$ cat src/rtl/seg_ea_pkg.sv
package seg_ea_pkg;

  // Segment identifiers; the numbering matches bits 4:3 of the prefix bytes.
  typedef enum logic [1:0] {
    SEG_ES = 2'd0,
    SEG_CS = 2'd1,
    SEG_SS = 2'd2,
    SEG_DS = 2'd3
  } seg_e;

  localparam int unsigned NUM_SEGS = 4;
  localparam int unsigned COST_W   = 4;

  // Addressing cost in cycles for a given mode and base/index field.
  function automatic logic [COST_W-1:0] ea_cost(input logic [1:0] md,
                                                input logic [2:0] rm);
    logic [COST_W-1:0] c;
    if (md == 2'b11) begin
      c = '0;
    end else if (md == 2'b00) begin
      case (rm)
        3'd0, 3'd3: c = 4'd7;
        3'd1, 3'd2: c = 4'd8;
        3'd6:       c = 4'd6;
        default:    c = 4'd5;
      endcase
    end else begin
      case (rm)
        3'd0, 3'd3: c = 4'd11;
        3'd1, 3'd2: c = 4'd12;
        default:    c = 4'd9;
      endcase
    end
    return c;
  endfunction

  // Decodes a segment prefix byte; hit is low for any other byte value.
  function automatic logic pfx_is_seg(input logic [7:0] b);
    return (b[7:5] == 3'b001) && (b[2:0] == 3'b110);
  endfunction

endpackage

$ cat src/rtl/ea_mode_decode.sv
module ea_mode_decode
  import seg_ea_pkg::*;
(
  input  logic [7:0]        modrm,
  output logic              is_reg,
  output logic              direct,
  output logic              sel_bx,
  output logic              sel_bp,
  output logic              sel_si,
  output logic              sel_di,
  output logic [1:0]        disp_len,
  output seg_e              dflt_seg,
  output logic [COST_W-1:0] cost
);

  logic [1:0] md;
  logic [2:0] rm;

  assign md = modrm[7:6];
  assign rm = modrm[2:0];

  always_comb begin
    is_reg = (md == 2'b11);
    direct = (md == 2'b00) && (rm == 3'd6);
    sel_bx = !is_reg && ((rm == 3'd0) || (rm == 3'd1) || (rm == 3'd7));
    sel_bp = !is_reg && !direct &&
             ((rm == 3'd2) || (rm == 3'd3) || (rm == 3'd6));
    sel_si = !is_reg && ((rm == 3'd0) || (rm == 3'd2) || (rm == 3'd4));
    sel_di = !is_reg && ((rm == 3'd1) || (rm == 3'd3) || (rm == 3'd5));

    if (is_reg)            disp_len = 2'd0;
    else if (direct)       disp_len = 2'd2;
    else if (md == 2'b01)  disp_len = 2'd1;
    else if (md == 2'b10)  disp_len = 2'd2;
    else                   disp_len = 2'd0;

    dflt_seg = sel_bp ? SEG_SS : SEG_DS;
    cost     = ea_cost(md, rm);
  end

endmodule

$ cat src/rtl/ea_offset_calc.sv
module ea_offset_calc #(
  parameter int unsigned WORD_W = 16,
  parameter int unsigned BYTE_W = 8
) (
  input  logic              sel_bx,
  input  logic              sel_bp,
  input  logic              sel_si,
  input  logic              sel_di,
  input  logic [1:0]        disp_len,
  input  logic [BYTE_W-1:0] disp_lo,
  input  logic [BYTE_W-1:0] disp_hi,
  input  logic [WORD_W-1:0] bx_val,
  input  logic [WORD_W-1:0] bp_val,
  input  logic [WORD_W-1:0] si_val,
  input  logic [WORD_W-1:0] di_val,
  output logic [WORD_W-1:0] offset
);

  localparam int unsigned EXT_W = WORD_W - BYTE_W;
  localparam int unsigned PAD_W = WORD_W - 2 * BYTE_W;

  logic [WORD_W-1:0] base_part;
  logic [WORD_W-1:0] index_part;
  logic [WORD_W-1:0] disp_short;
  logic [WORD_W-1:0] disp_long;
  logic [WORD_W-1:0] disp_part;

  assign disp_short = {{EXT_W{disp_lo[BYTE_W-1]}}, disp_lo};

  generate
    if (PAD_W > 0) begin : g_pad
      assign disp_long = {{PAD_W{1'b0}}, disp_hi, disp_lo};
    end else begin : g_nopad
      assign disp_long = {disp_hi, disp_lo};
    end
  endgenerate

  always_comb begin
    base_part  = sel_bx ? bx_val : (sel_bp ? bp_val : '0);
    index_part = sel_si ? si_val : (sel_di ? di_val : '0);
    case (disp_len)
      2'd1:    disp_part = disp_short;
      2'd2:    disp_part = disp_long;
      default: disp_part = '0;
    endcase
    offset = base_part + index_part + disp_part;
  end

endmodule

$ cat src/rtl/ea_seg_resolve.sv
module ea_seg_resolve
  import seg_ea_pkg::*;
#(
  parameter int unsigned WORD_W    = 16,
  parameter int unsigned SEG_SHIFT = 4
) (
  input  logic                        clk,
  input  logic                        rst_n,
  input  seg_e                        dflt_seg,
  input  logic                        pfx_valid,
  input  logic [7:0]                  pfx_byte,
  input  logic [WORD_W-1:0]           es_val,
  input  logic [WORD_W-1:0]           cs_val,
  input  logic [WORD_W-1:0]           ss_val,
  input  logic [WORD_W-1:0]           ds_val,
  input  logic [WORD_W-1:0]           offset,
  output seg_e                        seg_id,
  output logic [WORD_W-1:0]           seg_val,
  output logic [WORD_W+SEG_SHIFT-1:0] phys
);

  localparam int unsigned PHYS_W = WORD_W + SEG_SHIFT;

  logic                  ovr_hit;
  logic [NUM_SEGS-1:0]   seg_oh;
  logic [WORD_W-1:0]     seg_bank [NUM_SEGS];

  assign seg_bank[0] = es_val;
  assign seg_bank[1] = cs_val;
  assign seg_bank[2] = ss_val;
  assign seg_bank[3] = ds_val;

  assign ovr_hit = pfx_valid && pfx_is_seg(pfx_byte);
  assign seg_id  = ovr_hit ? seg_e'(pfx_byte[4:3]) : dflt_seg;

  generate
    for (genvar g = 0; g < NUM_SEGS; g++) begin : g_oh
      assign seg_oh[g] = (seg_id == seg_e'(g));
    end
  endgenerate

  always_comb begin
    seg_val = '0;
    for (int k = 0; k < NUM_SEGS; k++) begin
      seg_val = seg_val | (seg_bank[k] & {WORD_W{seg_oh[k]}});
    end
  end

  assign phys = {seg_val, {SEG_SHIFT{1'b0}}} + {{SEG_SHIFT{1'b0}}, offset};


  seg_one_chk: assert property (@(posedge clk) disable iff (!rst_n)
    $countones(seg_oh) == 1);


  seg_ovr_chk: assert property (@(posedge clk) disable iff (!rst_n)
    ovr_hit |-> (seg_val == seg_bank[pfx_byte[4:3]]));


  seg_noovr_chk: assert property (@(posedge clk) disable iff (!rst_n)
    (!pfx_valid || !pfx_is_seg(pfx_byte)) |-> (seg_id == dflt_seg));

endmodule

$ cat src/rtl/seg_ea_gen.sv
module seg_ea_gen
  import seg_ea_pkg::*;
#(
  parameter int unsigned WORD_W    = 16,
  parameter int unsigned SEG_SHIFT = 4
) (
  input  logic                        clk,
  input  logic                        rst_n,
  input  logic                        in_valid,
  input  logic [7:0]                  modrm,
  input  logic                        pfx_valid,
  input  logic [7:0]                  pfx_byte,
  input  logic [7:0]                  disp_lo,
  input  logic [7:0]                  disp_hi,
  input  logic [WORD_W-1:0]           bx_val,
  input  logic [WORD_W-1:0]           bp_val,
  input  logic [WORD_W-1:0]           si_val,
  input  logic [WORD_W-1:0]           di_val,
  input  logic [WORD_W-1:0]           es_val,
  input  logic [WORD_W-1:0]           cs_val,
  input  logic [WORD_W-1:0]           ss_val,
  input  logic [WORD_W-1:0]           ds_val,
  output logic                        out_valid,
  output logic                        out_is_reg,
  output logic [2:0]                  out_rm_idx,
  output logic [2:0]                  out_reg_idx,
  output logic [WORD_W-1:0]           out_offset,
  output logic [1:0]                  out_seg_id,
  output logic [WORD_W-1:0]           out_seg_val,
  output logic [WORD_W+SEG_SHIFT-1:0] out_phys,
  output logic [1:0]                  out_disp_len,
  output logic [COST_W-1:0]           out_cost
);

  localparam int unsigned PHYS_W = WORD_W + SEG_SHIFT;

  logic              dec_is_reg;
  logic              dec_direct;
  logic              dec_bx;
  logic              dec_bp;
  logic              dec_si;
  logic              dec_di;
  logic [1:0]        dec_disp_len;
  seg_e              dec_dflt_seg;
  logic [COST_W-1:0] dec_cost;
  logic [WORD_W-1:0] calc_offset;
  seg_e              res_seg_id;
  logic [WORD_W-1:0] res_seg_val;
  logic [PHYS_W-1:0] res_phys;

  ea_mode_decode u_decode (
    .modrm    (modrm),
    .is_reg   (dec_is_reg),
    .direct   (dec_direct),
    .sel_bx   (dec_bx),
    .sel_bp   (dec_bp),
    .sel_si   (dec_si),
    .sel_di   (dec_di),
    .disp_len (dec_disp_len),
    .dflt_seg (dec_dflt_seg),
    .cost     (dec_cost)
  );

  ea_offset_calc #(.WORD_W(WORD_W)) u_offset (
    .sel_bx   (dec_bx),
    .sel_bp   (dec_bp),
    .sel_si   (dec_si),
    .sel_di   (dec_di),
    .disp_len (dec_disp_len),
    .disp_lo  (disp_lo),
    .disp_hi  (disp_hi),
    .bx_val   (bx_val),
    .bp_val   (bp_val),
    .si_val   (si_val),
    .di_val   (di_val),
    .offset   (calc_offset)
  );

  ea_seg_resolve #(.WORD_W(WORD_W), .SEG_SHIFT(SEG_SHIFT)) u_seg (
    .clk       (clk),
    .rst_n     (rst_n),
    .dflt_seg  (dec_dflt_seg),
    .pfx_valid (pfx_valid),
    .pfx_byte  (pfx_byte),
    .es_val    (es_val),
    .cs_val    (cs_val),
    .ss_val    (ss_val),
    .ds_val    (ds_val),
    .offset    (calc_offset),
    .seg_id    (res_seg_id),
    .seg_val   (res_seg_val),
    .phys      (res_phys)
  );

  always_ff @(posedge clk) begin
    if (!rst_n) begin
      out_valid    <= 1'b0;
      out_is_reg   <= 1'b0;
      out_rm_idx   <= '0;
      out_reg_idx  <= '0;
      out_offset   <= '0;
      out_seg_id   <= '0;
      out_seg_val  <= '0;
      out_phys     <= '0;
      out_disp_len <= '0;
      out_cost     <= '0;
    end else begin
      out_valid <= in_valid;
      if (in_valid) begin
        out_is_reg   <= dec_is_reg;
        out_rm_idx   <= modrm[2:0];
        out_reg_idx  <= modrm[5:3];
        out_offset   <= calc_offset;
        out_seg_id   <= res_seg_id;
        out_seg_val  <= res_seg_val;
        out_phys     <= res_phys;
        out_disp_len <= dec_disp_len;
        out_cost     <= dec_cost;
      end
    end
  end


  pulse_src_chk: assert property (@(posedge clk) disable iff (!rst_n)
    out_valid |-> $past(in_valid));


  hold_chk: assert property (@(posedge clk) disable iff (!rst_n)
    !$past(in_valid) |-> $stable(out_offset) && $stable(out_phys));


  reg_mode_chk: assert property (@(posedge clk) disable iff (!rst_n)
    out_is_reg |-> (out_disp_len == 2'd0) && (out_cost == '0));


  direct_len_chk: assert property (@(posedge clk) disable iff (!rst_n)
    (out_valid && out_cost == 4'd6) |-> (out_disp_len == 2'd2));


  cost_floor_chk: assert property (@(posedge clk) disable iff (!rst_n)
    (out_valid && !out_is_reg) |-> (out_cost >= 4'd5));


  direct_only_chk: assert property (@(posedge clk) disable iff (!rst_n)
    (in_valid && dec_direct) |-> (dec_disp_len == 2'd2) && !dec_bp);

endmodule

$ cat config.mk
export PLATFORM = sky130hd
export DESIGN_NAME = seg_ea_gen
export DESIGN_NICKNAME = d
export VERILOG_FILES = /design/src/rtl/seg_ea_pkg.sv /design/src/rtl/ea_mode_decode.sv /design/src/rtl/ea_offset_calc.sv /design/src/rtl/ea_seg_resolve.sv /design/src/rtl/seg_ea_gen.sv
export SDC_FILE = /design/constraint.sdc
export NUM_CORES = 1
export LEC_CHECK = 0
export CAP_MARGIN = 15
export CORE_AREA = 2 2 98 124
export DETAILED_ROUTE_END_ITERATION = 16
export DIE_AREA = 0 0 100 126
export PLACE_DENSITY = 0.95
export SKIP_LAST_GASP = 1
export SYNTH_ARGS = -nofsm -noshare
export SYNTH_HDL_FRONTEND = slang
export SYNTH_SLANG_ARGS = --single-unit
$ cat constraint.sdc
create_clock -name clk -period 22 [get_ports clk]
set_clock_uncertainty 0.15 [all_clocks]
set_input_delay 6.6 -clock clk [delete_from_list [all_inputs] [get_ports clk]]
set_output_delay 6.6 -clock clk [all_outputs]
set_load 0.02 [all_outputs]
==> run_results.csv <==
group,metric,value,unit
synth,synth.distinct_cells,62,
synth,synth_common_cells,"dfxtp_1 (64), nand2_1 (52), nor2b_1 (43)",
grt,grt_pass1_vias,5233,
floorplan,die-area,12600,µm²
final_layout,final_core_util,68.9,%
setup_path,cp_num_buf_inv,3,
clock_network,post_cts_buffers,0,
hold_path,holdPathEnd,"out_phys[18]",
setup_path,max_stage_delay,0.64,ns
clock_network,numCtsBuffers,9,
power_and_ir_drop,pwr-share-seq,23.6,%
routing,vias,5207,
power_and_ir_drop,ir_worst_vdd,0.0341,mV
final_layout,reg.largest.list,"out_offset (16), out_phys (16), out_seg_val (16)",
setup_path,timing.rr.end,"out_phys[19]",
synth,synth_edf_count,0,
synth,synthTopCellsByArea,"dfxtp_1 (24%), mux2i_1 (7.6%), fa_1 (6.5%)",
power_and_ir_drop,pwr-share-comb,51.7,%
clock_network,h-tree-depth,3,
clock_network,cts_sinks,64,
floorplan,num_rows,44,
routing,dr_wl_met3,1.24,mm
routing,drtIter0Drc,239,
sta,grt_setup_unrepaired,"no",
synth,seq_area_frac_synth,24.5,%
power_and_ir_drop,p_clk_share,24.7,%
synth,synth_top_family_by_area,"compound AO/OA/AOI/OAI gates",
setup_path,cp_data_required_time,22.07,ns
setup_path,cp-end-kind,"flip-flop",
grt,gr-total-overflow,0,
placement,place_inst,933,
setup_path,reg2reg_slack,20.85,ns
routing,ant_nets,0,
sta,hold_viol,0,
final_layout,multi_input_area,3640,µm²
synth,synth-simple-area-share,17.3,%
placement,gp_congestion,0.860,
clock_network,clk_pin_slew_worst_paths,0.05,ns
sta,setup_slack,9.24,ns
power_and_ir_drop,powerDensity,79.0,nW/µm²
synth,synthAdderAreaFrac,13.0,%
sta,timing.final.crit_share,58.0,%
placement,hpwlAfterDp,12.8,mm
hold_path,holdPathStages,2,
sta,slew_viol_final,0,
sta,max_slew_margin,27.6,%
floorplan,die_h,126,µm
synth,synth_top_area_cell,"dfxtp_1",
final_layout,synthToLayoutAreaGrowth,50.6,%
setup_path,critical_path_class,"in2reg",
power_and_ir_drop,switching_share,36.1,%
synth,synth_warnings,0,
clock_network,cts_tree,"yes",
final_layout,layout-drive-gt1-share,8.64,%
sta,worst_slew_pin_slew,1.09,ns
power_and_ir_drop,p_switching,225,µW
floorplan,core-area,11500,µm²
routing,route.met2.wl,8.52,mm
synth,synth_area,5240,µm²
sta,setup_viol,0,
synth,yosysMostFrequentCell,"dfxtp_1",
grt,grt_util_all_layers,25.2,%
synth,avgSynthCellArea,8.77,µm²
setup_path,cp_top_family,"adder cells",
grt,grt_max_degree,66,
power_and_ir_drop,p_int,399,µW
clock_network,cts_hold_buf,0,
final_layout,antenna_cells,0,
routing,viasPerCell,5.49,
power_and_ir_drop,p_leak,0.00340,µW
hold_path,min_path_type,"reg2reg",
floorplan,io_pins,232,
job,cap_violations,0,
synth,ys_ff_latch,64,
setup_path,cp.arrival,12.82,ns
placement,portBuffers,231,
clock_network,post_cts_resized,0,
clock_network,cts-root-buf,"clkbuf_16",
grt,antenna_found_initial,0,
routing,top_layer_used,"met4",
setup_path,r2r-start,"out_phys[19]",
synth,synth_top_flop_cell,"dfxtp_1",
setup_path,crit_slowest_cell,"clkdlybuf4s50_1",
synth,synth_xor_area_share,5.18,%
sta,tns,0,ns
floorplan,floorplan.initialDensity,45.7,%
final_layout,final_cells,948,
synth,synthArstFlopShare,0,%
synth,syn_inst,597,
final_layout,nFillCells,902,
routing,wl_per_cell,17.0,µm
clock_network,clockBufferDepth,2,
synth,synth_compound_area_share,20.9,%
synth,synth_top_area_share,24.5,%
routing,drc,0,
routing,drt-met1-wl,6.02,mm
sta,fin_crit,12.76,ns
setup_path,rr_worst_depth,4,
synth,syn_nets,801,
hold_path,hold_start,"out_phys[18]",
setup_path,startpoint_type,"primary input",
placement,dp_worst_setup_slack,8.94,ns
sta,whs,0.317,ns
status,status,"completed",
floorplan,die_w,100,µm
sta,fmax,78.4,MHz
grt,grt_first_pass_wirelength,25.3,mm
final_layout,nets,1010,
routing,drt-total-wl,16.2,mm
final_layout,regArea,1280,µm²
setup_path,critPathMaxFanout,10,
clock_network,clk-insertion-delay-late,0.33,ns
synth,synth_mux_area_share,13.0,%
routing,firstDrtPassIters,5,
layout make-up:
cell class | instances | share of cell area [%]
tap | 138 | 2.19
clock inverter | 3 | 0.825
sequential | 64 | 16.2
multi-input combinational | 460 | 46.1
timing repair buffer | 237 | 29.8
inverter | 34 | 1.62
clock buffer | 12 | 3.25
power by group through the flow:
stage	Combinational [µW]	Sequential, µW	Clock (µW)
global placement	312	149	0
global route	350	149	162
finish	322	147	154
CTS	322	147	156
detailed placement	319	149	0
floorplan	185	172	0
worst min-delay path, cell delays in order (launching register included):
cell and delay, ns:
dfxtp_1 0.30, nand2_1 0.05, o22ai_1 0.06
worst max path at each step:
stage,start,endpoint,depth (start not counted)
finish,modrm[2],out_phys[15],27
global route,modrm[1],out_phys[15],27
CTS,modrm[2],out_phys[15],27
detailed placement,modrm[2],out_phys[15],27
global placement,modrm[2],out_phys[15],27
floorplan,modrm[1],out_phys[15],25
through the flow:
stage	total power [µW]	area, µm²
final	623	7890
after global routing	661	7890
after CTS	626	7890
after detailed placement	469	7570
after global placement	460	7570
after floorplan	357	5240
cell usage in the layout (no fill, tap or decap), types with 25 or more instances in the layout:
cell type        synthesis  routed
a21oi_1                 32      32
a22oi_1                 26      26
clkdlybuf4s50_1          0     229
dfxtp_1                 64      64
inv_1                   33      33
mux2i_1                 40      40
nand2_1                 52      52
nor2_1                  26      26
nor2b_1                 43      43
xnor2_1                 25      25
cells by family (layout without fill, tap and decap cells):
kind of cell | Yosys count | after routing
compound gates | 146 | 146
xor+xnor | 31 | 31
fa+ha+maj | 45 | 45
buf+inv | 73 | 286
flops | 64 | 64
mux | 64 | 64
simple gates | 174 | 174
metal layers:
| layer | up-vias | global-route usage (%) |
|---|---|---|
| met5 | - | 0 |
| met4 | 0 | 9.59 |
| met3 | 29 | 5.83 |
| met2 | 230 | 47.9 |
| met1 | 2409 | 26.3 |
| li1 | 2539 | - |
Power figures use the tool's default switching activity.
